==> config.mk <==
export PLATFORM = sky130hd
export DESIGN_NAME = gpio_ovr_port
export DESIGN_NICKNAME = d
export VERILOG_FILES = /design/src/rtl/gpio_ovr_pkg.sv /design/src/rtl/gpio_ovr_sync.sv /design/src/rtl/gpio_ovr_regs.sv /design/src/rtl/gpio_ovr_padmux.sv /design/src/rtl/gpio_ovr_port.sv
export SDC_FILE = /design/constraint.sdc
export NUM_CORES = 1
export LEC_CHECK = 0
export BUFFER_PORTS_ARGS = -buffer_cell sky130_fd_sc_hd__buf_2
export CORE_MARGIN = 8
export CORE_UTILIZATION = 55
export DETAILED_ROUTE_END_ITERATION = 12
export PLACE_DENSITY = 0.87
export REMOVE_ABC_BUFFERS = 1
export SYNTH_ARGS = -nofsm -noshare
export SYNTH_HDL_FRONTEND = slang
export SYNTH_SLANG_ARGS = --single-unit
==> constraint.sdc <==
create_clock -name clk -period 1.7 [get_ports clk]
set_input_delay 0.255 -clock clk [delete_from_list [all_inputs] [get_ports clk]]
set_output_delay 0.255 -clock clk [all_outputs]
set_load 0.05 [all_outputs]
==> src/rtl/gpio_ovr_pkg.sv <==
package gpio_ovr_pkg;
  localparam int unsigned GP_AW = 3;

  typedef enum logic [GP_AW-1:0] {
    OFS_DATA = 3'd0,
    OFS_PULL = 3'd1,
    OFS_SLEW = 3'd2,
    OFS_DIR  = 3'd3,
    OFS_OWN  = 3'd4
  } gp_ofs_e;
endpackage

==> src/rtl/gpio_ovr_sync.sv <==
module gpio_ovr_sync #(
  parameter int unsigned N      = 8,
  parameter int unsigned STAGES = 2
) (
  input  logic         clk,
  input  logic         rst_n,
  input  logic [N-1:0] d,
  output logic [N-1:0] q
);
  for (genvar p = 0; p < N; p++) begin : g_pin
    logic [STAGES-1:0] chain;
    always_ff @(posedge clk or negedge rst_n) begin
      if (!rst_n) chain <= '0;
      else        chain <= {chain[STAGES-2:0], d[p]};
    end
    assign q[p] = chain[STAGES-1];
  end
endmodule

==> src/rtl/gpio_ovr_regs.sv <==
module gpio_ovr_regs
  import gpio_ovr_pkg::*;
#(
  parameter int unsigned N = 8
) (
  input  logic             clk,
  input  logic             rst_n,
  input  logic [GP_AW-1:0] addr,
  input  logic             we,
  input  logic [N-1:0]     wdata,
  input  logic             dbg_release,
  input  logic [N-1:0]     lvl,
  input  logic [N-1:0]     owned,
  output logic [N-1:0]     dat_q,
  output logic [N-1:0]     pu_q,
  output logic [N-1:0]     sre_q,
  output logic [N-1:0]     dir_q,
  output logic             dbg_own,
  output logic [N-1:0]     rdata
);
  logic [N-1:0] rd_pin;
  logic         sw_rel;

  assign sw_rel = we && (addr == OFS_OWN) && wdata[0];

  always_ff @(posedge clk or negedge rst_n) begin
    if (!rst_n) begin
      dat_q   <= '0;
      pu_q    <= '0;
      sre_q   <= '0;
      dir_q   <= '0;
      dbg_own <= 1'b1;
    end else begin
      if (we) begin
        case (addr)
          OFS_DATA: dat_q <= wdata;
          OFS_PULL: pu_q  <= wdata;
          OFS_SLEW: sre_q <= wdata;
          OFS_DIR:  dir_q <= wdata;
          default:  ;
        endcase
      end
      if (sw_rel || dbg_release) dbg_own <= 1'b0;
    end
  end

  // Owned pins ignore direction and show the pad level.
  assign rd_pin = (dat_q & dir_q & ~owned) | (lvl & (~dir_q | owned));

  always_comb begin
    case (addr)
      OFS_DATA: rdata = rd_pin;
      OFS_PULL: rdata = pu_q;
      OFS_SLEW: rdata = sre_q;
      OFS_DIR:  rdata = dir_q;
      default:  rdata = '0;
    endcase
  end
endmodule

==> src/rtl/gpio_ovr_padmux.sv <==
module gpio_ovr_padmux #(
  parameter int unsigned N        = 8,
  parameter int unsigned OSC_BASE = 1,
  parameter int unsigned OSC_W    = 2
) (
  input  logic [N-1:0]     dat_q,
  input  logic [N-1:0]     pu_q,
  input  logic [N-1:0]     sre_q,
  input  logic [N-1:0]     dir_q,
  input  logic             dbg_own,
  input  logic             dbg_oe,
  input  logic             dbg_out,
  input  logic             osc_en,
  input  logic [OSC_W-1:0] osc_oe,
  input  logic [OSC_W-1:0] osc_out,
  output logic [N-1:0]     owned,
  output logic [N-1:0]     pad_out,
  output logic [N-1:0]     pad_oe,
  output logic [N-1:0]     pad_pu,
  output logic [N-1:0]     pad_sre
);
  for (genvar p = 0; p < N; p++) begin : g_pin
    logic gp_oe, gp_out, gp_pu, gp_sre;
    assign gp_oe  = dir_q[p];
    assign gp_out = dat_q[p];
    assign gp_pu  = pu_q[p] & ~dir_q[p];
    assign gp_sre = sre_q[p] & dir_q[p];

    if (p == 0) begin : g_dbg
      assign owned[p]   = dbg_own;
      assign pad_oe[p]  = dbg_own ? dbg_oe  : gp_oe;
      assign pad_out[p] = dbg_own ? dbg_out : gp_out;
      assign pad_pu[p]  = dbg_own ? 1'b1    : gp_pu;
      assign pad_sre[p] = dbg_own ? 1'b0    : gp_sre;
    end else if (p >= OSC_BASE && p < OSC_BASE + OSC_W) begin : g_osc
      assign owned[p]   = osc_en;
      assign pad_oe[p]  = osc_en ? osc_oe[p-OSC_BASE]  : gp_oe;
      assign pad_out[p] = osc_en ? osc_out[p-OSC_BASE] : gp_out;
      assign pad_pu[p]  = osc_en ? 1'b0 : gp_pu;
      assign pad_sre[p] = osc_en ? 1'b0 : gp_sre;
    end else begin : g_plain
      assign owned[p]   = 1'b0;
      assign pad_oe[p]  = gp_oe;
      assign pad_out[p] = gp_out;
      assign pad_pu[p]  = gp_pu;
      assign pad_sre[p] = gp_sre;
    end
  end
endmodule

==> src/rtl/gpio_ovr_port.sv <==
module gpio_ovr_port
  import gpio_ovr_pkg::*;
#(
  parameter int unsigned N           = 8,
  parameter int unsigned OSC_BASE    = 1,
  parameter int unsigned OSC_W       = 2,
  parameter int unsigned SYNC_STAGES = 2
) (
  input  logic             clk,
  input  logic             rst_n,
  input  logic [GP_AW-1:0] bus_addr,
  input  logic             bus_we,
  input  logic [N-1:0]     bus_wdata,
  output logic [N-1:0]     bus_rdata,
  input  logic [N-1:0]     pad_in,
  output logic [N-1:0]     pad_out,
  output logic [N-1:0]     pad_oe,
  output logic [N-1:0]     pad_pu,
  output logic [N-1:0]     pad_sre,
  input  logic             dbg_oe,
  input  logic             dbg_out,
  input  logic             dbg_release,
  output logic             dbg_own,
  input  logic             osc_en,
  input  logic [OSC_W-1:0] osc_oe,
  input  logic [OSC_W-1:0] osc_out
);
  logic [N-1:0] lvl, owned, dat_q, pu_q, sre_q, dir_q;

  gpio_ovr_sync #(.N(N), .STAGES(SYNC_STAGES)) u_sync (
    .clk(clk), .rst_n(rst_n), .d(pad_in), .q(lvl)
  );

  gpio_ovr_regs #(.N(N)) u_regs (
    .clk(clk), .rst_n(rst_n), .addr(bus_addr), .we(bus_we),
    .wdata(bus_wdata), .dbg_release(dbg_release), .lvl(lvl),
    .owned(owned), .dat_q(dat_q), .pu_q(pu_q), .sre_q(sre_q),
    .dir_q(dir_q), .dbg_own(dbg_own), .rdata(bus_rdata)
  );

  gpio_ovr_padmux #(.N(N), .OSC_BASE(OSC_BASE), .OSC_W(OSC_W)) u_mux (
    .dat_q(dat_q), .pu_q(pu_q), .sre_q(sre_q), .dir_q(dir_q),
    .dbg_own(dbg_own), .dbg_oe(dbg_oe), .dbg_out(dbg_out),
    .osc_en(osc_en), .osc_oe(osc_oe), .osc_out(osc_out),
    .owned(owned), .pad_out(pad_out), .pad_oe(pad_oe),
    .pad_pu(pad_pu), .pad_sre(pad_sre)
  );
endmodule

Word-level counts from Yosys, hierarchy flattened
Cells that the tools add are included.

cells by class
  mux-type cells = 13
  bitwise logic cells = 31
  equality and inequality tests = 4
  reductions and logical operators = 8

operator list
  kind                number
  $pmux 8 s4          1
  $and 8x8->8         3
  $and 1x1->1         16
  $mux 1              12
  $not 1->1           8
  $not 3->8           1
  $not 8->8           1
  $or 8x3->8          1
  $or 8x8->8          1
  $reduce_and 2->1    4
  $eq 3x2->1 const B  2
  $eq 3x1->1 const B  1
  $eq 3x3->1 const B  1
  $logic_not 3->1     1
  $logic_and 1x1->1   2
  $logic_or 1x1->1    1

word-level totals
  logic and storage cells = 69
  bits in registers = 49
  output and inout bits = 41
  input port bits = 30

Logic depth before layout (Yosys ltp)
  word-level depth = 5
  mapped depth = 5

By module
Synthesis repeated with hierarchy kept, for this count alone.

unflattened totals
  cell total of the unflattened synthesis = 207
  area, all modules = 2,577.5 um2

by module, submodules not included
  module           area each (um2)  instances  cells an instance
  gpio_ovr_regs    1,695.4          1          129
  gpio_ovr_sync    460.4            1          24
  gpio_ovr_padmux  421.7            1          54

Worst setup path after synthesis
No wires, ideal clock.

  kind = input port to output port
  from = input port bus_addr[1]
  to = output port bus_rdata[5]
  stages on the path = 5
  required time = 1,445 ps
  data arrival time = 2,042 ps
  path slack = -597 ps
  buffers on the path = 2
  cell sequence = buf_4 -> buf_2 -> nor2_1 -> a21oi_1 -> o32ai_1

between the ends
  word-level cells in the longest chain between the ends = 2

RTL lines
  item                                      line                 text
  from (decl)                               gpio_ovr_port.sv:11  input logic [GP_AW-1:0] bus_addr,
  $eq 3x2->1, or another cell as far along  gpio_ovr_regs.sv:51  case (addr)
  $pmux 8 s4 *                              gpio_ovr_regs.sv:51
  to (decl)                                 gpio_ovr_port.sv:14  output logic [N-1:0] bus_rdata,

Mark *: on every way between the ends. The rest lies on a longest branch, timed or not.

Final worst setup path
  from = register u_regs.dir_q[2]
  to = output port bus_rdata[2]

between the ends
  word-level cells in the longest chain between the ends = 5

RTL lines
  item                    line                 text
  from (decl)             gpio_ovr_regs.sv:17  output logic [N-1:0] dir_q,
  from (signal assigned)  gpio_ovr_regs.sv:39  OFS_DIR: dir_q <= wdata;
  $not 8->8               gpio_ovr_regs.sv:48  assign rd_pin = (dat_q & dir_q & ~owned) | (lvl & (~dir_q | owned));
  $or 8x3->8              gpio_ovr_regs.sv:48
  $and 8x8->8             gpio_ovr_regs.sv:48
  $or 8x8->8              gpio_ovr_regs.sv:48
  $pmux 8 s4 *            gpio_ovr_regs.sv:51

Marks and branches as above.

==> flow_summary.yaml <==
floorplan:
  initial_core_util_pct: 56.61
  die_x_microns: 82.49
  ioPinCount: 71
  coreArea_sq_um: 4294
  rows: 24
  die_y_microns: 82.49
  dieArea_sq_um: 6804
logic_synthesis:
  netlist_area_sq_um: 2431
  yosysWarnings: 0
  synth-async-reset-ratio_pct: 100.0
  ys_types: 32
  yosys.area.top_type_share_pct: 49.41
  synthAdderAreaFrac_pct: 0
  synth_xor_xnor_area_share_pct: 0
  synthMuxAreaShare_pct: 22.54
  synth_compound_area_share_pct: 6.330
  syn_inst: 194
  synth_edf_count: 0
  avgSynthCellArea_sq_um: 12.53
  synth_common_cells: "48 x dfrtp_1, 30 x mux2_2, 22 x buf_4"
  synth_largest_area_cell: "dfrtp_1"
  seq_area_frac_synth_pct: 50.49
  synthSimpleGateAreaFrac_pct: 11.12
  synth_top_family_by_area: "multiplexers"
  synth.most_common_cell: "dfrtp_1"
  ys.flop_type: "dfrtp_1"
  synth_area_leaders: "dfrtp_1 49%, mux2_2 14%, buf_4 6.8%"
  ys_seq_elements: 49
clocking:
  cts-root-buf: "clkbuf_8"
  clk_pin_slew_ns: 0.08
  cts_tree: "built"
  clk_path_buf_depth: 2
  cts_sinks: 49
  ctsHtreeMaxLevel: 2
  numCtsBuffers: 5
  clock_latency_ns: 0.30
drt:
  vias: 1698
  ant_nets: 0
  wl_per_cell_microns: 18.21
  drt_iter0_markers: 48
  firstDrtPassIters: 4
  wirelength_microns: 5844
  drc: 0
  vias_per_cell: 5.290
layout:
  drive_gt1_share_pct: 58.36
  antenna_cells: 0
  syn_to_final_growth_pct: 25.94
  num-fill-cells: 289
  nets: 298
  multi_input_comb_area_sq_um: 1031
  register_area_sq_um: 1230
  final_core_util_pct: 71.30
power:
  p_per_area_nw_per_um2: 1270
  seq_power_share_pct: 39.1
  leakagePower_nw: 1.529
  internal-power_mw: 2.387
  switchingPower_mw: 1.502
  ir_drop_v: 0.0006949
  power_frac_clock_pct: 21.8
  p_comb_share_pct: 39.1
  switching_share_pct: 38.63
  total_power_mw: 3.889
grt:
  grt_pass1_vias: 1873
  track_usage_pct: 17.70
  grt_pass1_wl_microns: 9149
  grt_remaining_overflow: 0
  antenna_found_initial: 0
  grt_max_degree: 28
timing:
  hold_violations: 0
  finClkSkew_ns: 0.004109
  layout_min_cycle_time_ns: 1.757
  tightest_slew_ns: 0.5407
  drv_slew: 0
  fin_ws_ns: -0.05659
  setup_tns_ns: -0.09052
  relSlewSlack_pct: 63.96
  fmax_mhz: 569.3
  finalCritPeriodShare_pct: 103.3
  rsz0062_at_grt: "true"
  finalSetupViolCount: 2
worst_setup_path:
  critPathArrivalTime_ns: 1.50
  reg2regPathDepth: 3
  cp-start-kind: "flip-flop"
  end_kind: "output port"
  cp_data_required_time_ns: 1.44
  path_class: "flip-flop to output port"
  worstPathMaxFanout: 4
  r2r_start: "u_regs.dbg_own"
  crit_start: "u_regs.dir_q[2]"
run:
  maxCapViolations: 0
placement:
  place_congestion: 0.8094
  port-buffer-count: 70
  place_hpwl_microns: 4193
run_status:
  violations: "negative setup slack"
  outcome: "finished with violations"
hold_path:
  hold_class: "input pin to flip-flop"
  whs_path_depth: 1
  min_from: "pad_in[1]"
[power by group through the flow]
stage	Clock (mW)	Combinational, mW	Sequential [mW]
after floorplan	0	0.837	1.68
after global placement	0	1.34	1.53
after detailed placement	0	1.36	1.54
after CTS	0.866	1.46	1.52
after global routing	0.898	1.61	1.55
final	0.848	1.52	1.52
[per-stage QoR]
step / cell area [sq um] / setup slack (ns) / hold WS (ns) / cells
after detailed placement: 2770 / -0.02702 / 0.2633 / 303
final: 3062 / -0.05659 / 0.05304 / 321
after global routing: 3062 / -0.08562 / 0.04193 / 321
after CTS: 2987 / -0.05835 / 0.04507 / 318
after floorplan: 2222 / -0.5661 / -0.04059 / 165
after global placement: 2770 / 0.01310 / 0.2586 / 303
[area by class of cell]
type	instances	share of cell area (%)
Inverter	6	0.7356
Tap cell	52	2.125
Timing Repair Buffer	96	19.49
Clock inverter	1	0.9808
Sequential cell	49	40.17
Clock buffer	7	2.820
Multi-Input combinational cell	110	33.67
[metal layers]
metal	track usage (%)	wire, microns	vias up	share of wire (%)
met2	30.07	2946	51	50
met4	7.193	172	0	2.9
li1	-	-	803	-
met3	5.411	405	12	6.9
met5	0	0	-	0
met1	20.30	2320	832	40
[layout by cell type, fill, tap and decap left out, drive strengths merged]
cell         count
a21oi            3
nor3             2
a41oi            1
o21ai            1
dlygate4sd3      1
nor2b            6
buf             94
o221ai           2
nor2             7
or2              1
mux2            38
and2             6
a211o            1
inv              6
clkbuf           8
or3              1
nand3b           2
bufinv           1
nand2b           8
dfstp            1
dfrtp           48
nand2            7
o32ai            2
a22oi            3
a21o             3
mux2i            9
nor3b            2
o22ai            3
a221oi           2
[registers in the layout (all words and copies together) (netlist names)]
| signal | count |
|---|---|
| u_regs.dat_q | 8 |
| u_regs.dbg_own | 1 |
| u_regs.dir_q | 8 |
| u_regs.pu_q | 8 |
| u_regs.sre_q | 8 |
| u_sync.g_pin.chain | 16 |
[path summary, 6_finish.rpt]
| kind | slack (ns) | end |
|---|---|---|
| min reg2reg | 0.35 | u_sync.g_pin[1].chain[1] |
| max in group asynchronous | 0.70 | u_regs.dir_q[5] |
| min in group asynchronous | 0.46 | u_regs.pu_q[7] |
| min | 0.05 | u_sync.g_pin[1].chain[0] |
| max reg2reg | 0.72 | u_regs.dbg_own |
| max | -0.06 | bus_rdata[2] |
[cell families (layout without fill, tap and decap cells)]
group                  Yosys count  count (layout)
AND/OR/NAND/NOR                 42              42
flip-flops                      49              49
buffers and inverters           35             110
AO/OA/AOI/OAI                   21              21
multiplexers                    47              47
[critical path, cell delays in order, from the launching register on]
cell and delay [ns]:
dfrtp_1 0.42, mux2_2 0.30, a22oi_2 0.13, o22ai_1 0.13, buf_4 0.21
[repair_timing]
action,CTS,global route
pin swaps,2,0
endpoints found under the setup margin,6,10
endpoints found under the hold margin,21,0
resized for setup,13,16
hold buffers,1,0
setup buffers,6,3
No activity file was read; power rests on OpenSTA's default activity.
